==> src/rtl/chm_pkg.sv <==
package chm_pkg;

  typedef enum logic [1:0] {
    H_PRISTINE = 2'd0,
    H_SUSPECT  = 2'd1,
    H_REPAIR   = 2'd2,
    H_REFURB   = 2'd3
  } health_t;

  // Lifecycle step for one member after one closed window.
  function automatic health_t next_health(health_t cur, int unsigned dv,
                                          int unsigned sus_th, int unsigned rep_th);
    health_t nh;
    nh = cur;
    if (dv > rep_th)
      nh = H_REPAIR;
    else if (dv > sus_th && (cur == H_PRISTINE || cur == H_REFURB))
      nh = H_SUSPECT;
    return nh;
  endfunction

endpackage

==> src/rtl/chm_discrep.sv <==
module chm_discrep #(
  parameter int WORD_W = 8,
  localparam int DCW = $clog2(WORD_W + 1)
) (
  input  logic [WORD_W-1:0] a,
  input  logic [WORD_W-1:0] b,
  input  logic              ham,
  output logic [DCW-1:0]    d
);
  logic [WORD_W-1:0] diff;
  assign diff = a ^ b;

  always_comb begin
    if (ham) begin
      d = '0;
      for (int i = 0; i < WORD_W; i++) d = d + DCW'(diff[i]);
    end else begin
      d = DCW'(|diff);
    end
  end
endmodule

==> src/rtl/chm_rr_pick.sv <==
module chm_rr_pick #(
  parameter int N = 10,
  localparam int IW = (N > 1) ? $clog2(N) : 1
) (
  input  logic [IW-1:0] cur,
  input  logic [N-1:0]  blocked,
  output logic [IW-1:0] nxt
);
  always_comb begin
    logic found;
    int   c;
    nxt   = cur;
    found = 1'b0;
    for (int off = 1; off <= N; off++) begin
      c = (int'(cur) + off) % N;
      if (!found && !blocked[c]) begin
        nxt   = IW'(c);
        found = 1'b1;
      end
    end
  end
endmodule

==> src/rtl/chm_lfsr16.sv <==
module chm_lfsr16 #(
  parameter logic [15:0] SEED = 16'hACE1
) (
  input  logic        clk,
  input  logic        rst,
  output logic [15:0] q
);
  logic fb;
  assign fb = q[15] ^ q[13] ^ q[12] ^ q[10];

  always_ff @(posedge clk) begin
    if (rst) q <= SEED;
    else     q <= {q[14:0], fb};
  end

  a_r8_lfsr_nonzero: assert property (@(posedge clk) disable iff (rst) q != 16'h0)
    else $error("lfsr reached zero");
endmodule

==> src/rtl/cfg_health_mon.sv <==
module cfg_health_mon
  import chm_pkg::*;
#(
  parameter int POP        = 20,
  parameter int WORD_W     = 8,
  parameter int WIN_LEN    = 600,
  parameter int SUS_TH     = 6,
  parameter int REP_TH     = 12,
  parameter int OUT_MARGIN = 3,
  localparam int HALF = POP / 2,
  localparam int IW   = (HALF > 1) ? $clog2(HALF) : 1
) (
  input  logic                clk,
  input  logic                rst,
  input  logic                in_valid,
  output logic                in_ready,
  input  logic [WORD_W-1:0]   word_l,
  input  logic [WORD_W-1:0]   word_r,
  input  logic                ham_mode,
  input  logic [15:0]         reint_thresh,
  output logic [IW-1:0]       act_left,
  output logic [IW-1:0]       act_right,
  output logic [2*POP-1:0]    health,
  output logic [POP-1:0]      repair_req,
  output logic [POP-1:0]      outlier
);
  localparam int DCW = $clog2(WORD_W + 1);
  localparam int DW  = $clog2(WIN_LEN * WORD_W + 1);
  localparam int CW  = (WIN_LEN > 1) ? $clog2(WIN_LEN) : 1;
  localparam int PW  = $clog2(POP);
  localparam int SW  = DW + $clog2(POP) + 2;

  health_t         st   [POP];
  health_t         st_n [POP];
  logic [DW-1:0]   dv_last [POP];
  logic [DW-1:0]   acc;
  logic [DW-1:0]   dv_end;
  logic [CW-1:0]   wcnt;
  logic [DCW-1:0]  d;
  logic [15:0]     rnd;
  logic            fire, last, reint_hit;
  logic [PW-1:0]   gl, gr;
  logic [HALF-1:0] blk_l, blk_r;
  logic [IW-1:0]   nxt_l, nxt_r;
  logic [SW-1:0]   dv_sum;

  assign in_ready = !rst;
  assign fire     = in_valid && in_ready;
  assign last     = fire && (wcnt == CW'(WIN_LEN - 1));
  assign dv_end   = acc + DW'(d);
  assign gl       = PW'(act_left);
  assign gr       = PW'(HALF) + PW'(act_right);

  chm_discrep #(.WORD_W(WORD_W)) u_disc (
    .a(word_l), .b(word_r), .ham(ham_mode), .d(d)
  );

  chm_lfsr16 u_lfsr (.clk(clk), .rst(rst), .q(rnd));

  // Next health of the whole population for a closing window.
  always_comb begin
    st_n      = st;
    reint_hit = 1'b0;
    if (last) begin
      st_n[gl] = next_health(st[gl], 32'(dv_end), SUS_TH, REP_TH);
      st_n[gr] = next_health(st[gr], 32'(dv_end), SUS_TH, REP_TH);
      if (rnd <= reint_thresh) begin
        for (int k = 0; k < POP; k++) begin
          if (!reint_hit && st[k] == H_REPAIR) begin
            st_n[k]   = H_REFURB;
            reint_hit = 1'b1;
          end
        end
      end
    end
  end

  for (genvar i = 0; i < HALF; i++) begin : g_blk
    assign blk_l[i] = (st_n[i] == H_REPAIR);
    assign blk_r[i] = (st_n[HALF+i] == H_REPAIR);
  end

  chm_rr_pick #(.N(HALF)) u_pick_l (.cur(act_left),  .blocked(blk_l), .nxt(nxt_l));
  chm_rr_pick #(.N(HALF)) u_pick_r (.cur(act_right), .blocked(blk_r), .nxt(nxt_r));

  always_ff @(posedge clk) begin
    if (rst) begin
      acc       <= '0;
      wcnt      <= '0;
      act_left  <= '0;
      act_right <= '0;
      for (int k = 0; k < POP; k++) begin
        st[k]      <= H_PRISTINE;
        dv_last[k] <= '0;
      end
    end else if (last) begin
      acc         <= '0;
      wcnt        <= '0;
      act_left    <= nxt_l;
      act_right   <= nxt_r;
      dv_last[gl] <= dv_end;
      dv_last[gr] <= dv_end;
      for (int k = 0; k < POP; k++) st[k] <= st_n[k];
    end else if (fire) begin
      acc  <= dv_end;
      wcnt <= wcnt + 1'b1;
    end
  end

  // Population mean comparison without division: dv*POP > sum + margin*POP.
  always_comb begin
    dv_sum = '0;
    for (int k = 0; k < POP; k++) dv_sum = dv_sum + SW'(dv_last[k]);
  end

  for (genvar k = 0; k < POP; k++) begin : g_out
    assign health[2*k +: 2] = st[k];
    assign repair_req[k]    = (st[k] == H_REPAIR);
    assign outlier[k]       = (SW'(dv_last[k]) * SW'(POP)) > (dv_sum + SW'(OUT_MARGIN * POP));
  end

  // ---------------- assertions ----------------
  a_r3_idle_holds: assert property (@(posedge clk) disable iff (rst)
    !fire |=> $stable(acc) && $stable(wcnt))
    else $error("total moved without an accepted beat");

  a_r4_index_hold: assert property (@(posedge clk) disable iff (rst)
    !last |=> $stable(act_left) && $stable(act_right))
    else $error("active index moved inside a window");

  a_r6_repair_entry: assert property (@(posedge clk) disable iff (rst)
    (last && 32'(dv_end) > REP_TH && st[gl] != H_REPAIR) |=> st[$past(gl)] == H_REPAIR)
    else $error("excess total did not force repair");

  a_r7_skip_repair: assert property (@(posedge clk) disable iff (rst)
    (last && !(&blk_l)) |=> st[PW'(act_left)] != H_REPAIR)
    else $error("rotation landed on a member under repair");

  a_r8_single_reint: assert property (@(posedge clk) disable iff (rst)
    $countones($past(repair_req) & ~repair_req) <= 1)
    else $error("more than one member left repair");

endmodule

==> config.mk <==
export PLATFORM = sky130hd
export DESIGN_NAME = cfg_health_mon
export DESIGN_NICKNAME = d
export VERILOG_FILES = /design/src/rtl/chm_pkg.sv /design/src/rtl/chm_discrep.sv /design/src/rtl/chm_rr_pick.sv /design/src/rtl/chm_lfsr16.sv /design/src/rtl/cfg_health_mon.sv
export SDC_FILE = /design/constraint.sdc
export NUM_CORES = 2
export LEC_CHECK = 0
export ABC_AREA = 1
export BUFFER_PORTS_ARGS = -buffer_cell sky130_fd_sc_hd__buf_2
export CAP_MARGIN = 20
export CORE_MARGIN = 2
export CORE_UTILIZATION = 50
export CTS_CLUSTER_DIAMETER = 120
export DETAILED_ROUTE_END_ITERATION = 8
export GPL_ROUTABILITY_DRIVEN = 0
export PLACE_DENSITY_LB_ADDON = 0.2
export REMOVE_ABC_BUFFERS = 1
export SYNTH_ARGS = -nofsm -noshare
export SYNTH_HDL_FRONTEND = slang
export SYNTH_SLANG_ARGS = --single-unit
==> constraint.sdc <==
create_clock -name clk -period 11.7 [get_ports clk]
set_clock_uncertainty 0.1 [all_clocks]
set_input_delay 1.17 -clock clk [delete_from_list [all_inputs] [get_ports clk]]
set_output_delay 1.17 -clock clk [all_outputs]
set_load 0.01 [all_outputs]
==> results.sh <==
export IMPL_yosys_warnings=0
export IMPL_die_h_um=308
export IMPL_worstMarginPinSlew_ns=1.13
export IMPL_path_class="flop to primary output"
export IMPL_antenna_found_initial=2
export IMPL_hold_depth=2
export IMPL_die_x_um=308
export IMPL_core_area_mm2=0.0917
export IMPL_diodes=0
export IMPL_fin_crit_sh_pct=95.9
export IMPL_firstDrtPassIters=6
export IMPL_crit_top_cell="fa_1"
export IMPL_ys_types=67
export IMPL_ios=125
export IMPL_setup_violations=0
export IMPL_clkTransAtPathRegs_ns=0.06
export IMPL_cts_buffer_depth=3
export IMPL_netlist_area_mm2=0.0462
export IMPL_fp_dieArea_mm2=0.0949
export IMPL_hold_class="flop to flop"
export IMPL_route_detailed_drc=0
export IMPL_relSlewSlack_pct=24.5
export IMPL_h_tree_depth=2
export IMPL_crit_path_start_kind="flop"
export IMPL_track_usage_pct=30.4
export IMPL_synth_main_ff_cell="edfxtp_1"
export IMPL_startpoint="dv_last[17][5]"
export IMPL_async_flop_share_pct=0
export IMPL_cp_depth=33
export IMPL_row_count=111
export IMPL_slew_violations=0
export IMPL_cts_sinks=347
export IMPL_reg2regPathDepth=35
export IMPL_overflow=0
export IMPL_path_buf_inv=7
export IMPL_dp_hpwl_um=113000
export IMPL_nets=7010
export IMPL_tns_ns=0
export IMPL_postRouteWirelength_um=144000
export IMPL_maxCapViolCount=0
export IMPL_clk_latency_ns=0.61
export IMPL_critical_path_top_delay_family="adder cells"
export IMPL_fin_util_pct=54.7
export IMPL_r2r_start="acc[0]"
export IMPL_period_needed_ns=11.22
export IMPL_fmax_mhz=89.1
export IMPL_worstPathRequired_ns=10.43
export IMPL_synth_edf_count=260
export IMPL_slowest_stage="fa_1"
export IMPL_initial_utilization_pct=50.4
export IMPL_yosysSeqAreaShare_pct=20.7
export IMPL_synth_area_per_cell_um2=8.12
export IMPL_grt_max_degree=58
export IMPL_worstHoldStart="u_lfsr.q[8]"
export IMPL_wl_per_cell_um=20.4
export IMPL_grt_pass1_vias=38700
export IMPL_hold_viol_final=0
export IMPL_cp_end_kind="primary output"
export IMPL_critPathMaxStageDelay_ns=0.64
export IMPL_cts_tree="built"
export IMPL_root_buffer="clkbuf_16"
export IMPL_outcome="complete, no violations"
export IMPL_synthesis_instances=5693
export IMPL_vias=39700
export IMPL_crit_fanout=20
export IMPL_drtIter0Drc=3190
export IMPL_antenna_left=0
export IMPL_rsz0062_at_grt="false"
export IMPL_numPortBuffers=124
export IMPL_arrival_ns=9.95
export IMPL_via_per_inst=5.63
export IMPL_synth_seq_cells=347
export IMPL_drive_gt1_share_pct=6.93
export IMPL_grt_pass1_wl_um=222000
export IMPL_cts_buffers=48
export IMPL_area_delta_synth_final_pct=8.48
kinds of logic (layout without fill, tap and decap cells):
family	Yosys count	after routing	synth area share (%)
AO/OA/AOI/OAI	906	906	11.6
XOR/XNOR	283	283	5.38
adder cells (fa/ha/maj)	1158	1158	35.5
buffers and inverters	1102	1264	9.13
flip-flops	347	347	20.7
multiplexers	4	4	0.0866
AND/OR/NAND/NOR	1893	1893	17.6
registers in the layout (all words and copies together) (netlist names):
name and cells:
health 40, act_left 4, acc 13, wcnt 10, u_lfsr.q 16, dv_last 260, act_right 4
worst min-delay path: stages (launching register included):
cell and delay (ns):
dfxtp_1 0.31, inv_1 0.05, nor2_1 0.03
what timing repair did:
item,in CTS,in global routing
setup endpoints to repair,0,13
hold endpoints to repair,0,0
setup buffers,0,3
gates resized for setup,0,3
hold buffers,0,0
routing by layer:
layer	up-vias	part of all wire (%)	global-route usage, %
met4	2	4.4	11.8
met1	18700	41	38.7
li1	19200	-	-
met2	1413	47	52.4
met5	-	0.0090	0
met3	325	7.1	3.99
layout make-up:
class	count	area [µm²]
timing repair buffer	177	1030
inverter	998	3750
sequential	347	9550
clock inverter	37	409
clock buffer	52	1230
fill	8621	41500
tap	1186	1480
multi-input combinational	4244	32700
synthesized netlist by cell type (31+ instances only):
library cell,instances,area [µm²]
nor2_1,592,2220
nand4_1,105,657
o21ai_1,31,155
xnor2_1,77,674
edfxtp_1,260,7810
ha_1,904,11300
clkbuf_1,72,270
o21ai_0,202,1010
o21bai_1,45,338
nand2_1,824,3090
inv_1,972,3650
dfxtp_1,87,1740
fa_1,254,5080
nor3_1,39,195
nand3_1,219,1100
xor2_1,205,1800
a21oi_1,411,2060
through the flow:
stage,hold WS [ns],setup slack (ns),instance area [µm²],cells
global route,0.348,0.0513,50100,7041
detailed placement,0.320,0.894,48400,6948
CTS,0.326,0.195,50100,7037
finish,0.324,0.477,50100,7041
global placement,0.318,1.05,48400,6948
floorplan,0.307,2.31,45700,5589
final timing paths:
kind                       end  slack, ns
setup / recovery    outlier[4]       0.48
hold / removal     u_lfsr.q[9]       0.32
setup reg to reg  act_right[3]       5.57
hold reg to reg    u_lfsr.q[9]       0.32
placed cells by master, fill, tap and decap left out, types with 9 or more instances in the layout:
master     Yosys  layout
a21boi_0      17      17
a21o_1        20      20
a21oi_1      411     410
a221o_1       11      11
a31oi_1       23      23
and2_1         9       9
buf_2         21     124
buf_4          8      52
clkbuf_16      0      48
clkinv_1       3      18
dfxtp_1       87      86
edfxtp_1     260     260
fa_1         254     254
ha_1         904     904
inv_1        972     969
inv_2         23      24
nand2_1      824     824
nand2_2       12      12
nand3_1      219     219
nand3_2        9       9
nand3b_1      18      18
nand4_1      105     105
nor2_1       592     591
nor2_2        15      16
nor3_1        39      39
o211ai_1      30      30
o21a_1        14      14
o21ai_0      202     196
o21ai_1       31      37
o21bai_1      45      44
o221a_2       26      26
o221ai_1      18      18
o41ai_1       14      12
or2_2         20      20
xnor2_1       77      72
xor2_1       205     196
xor2_4         0       9
Power is left out: the tool's default activity adds up to more than one toggle a clock period on the data nets, which glitch-free logic cannot reach.
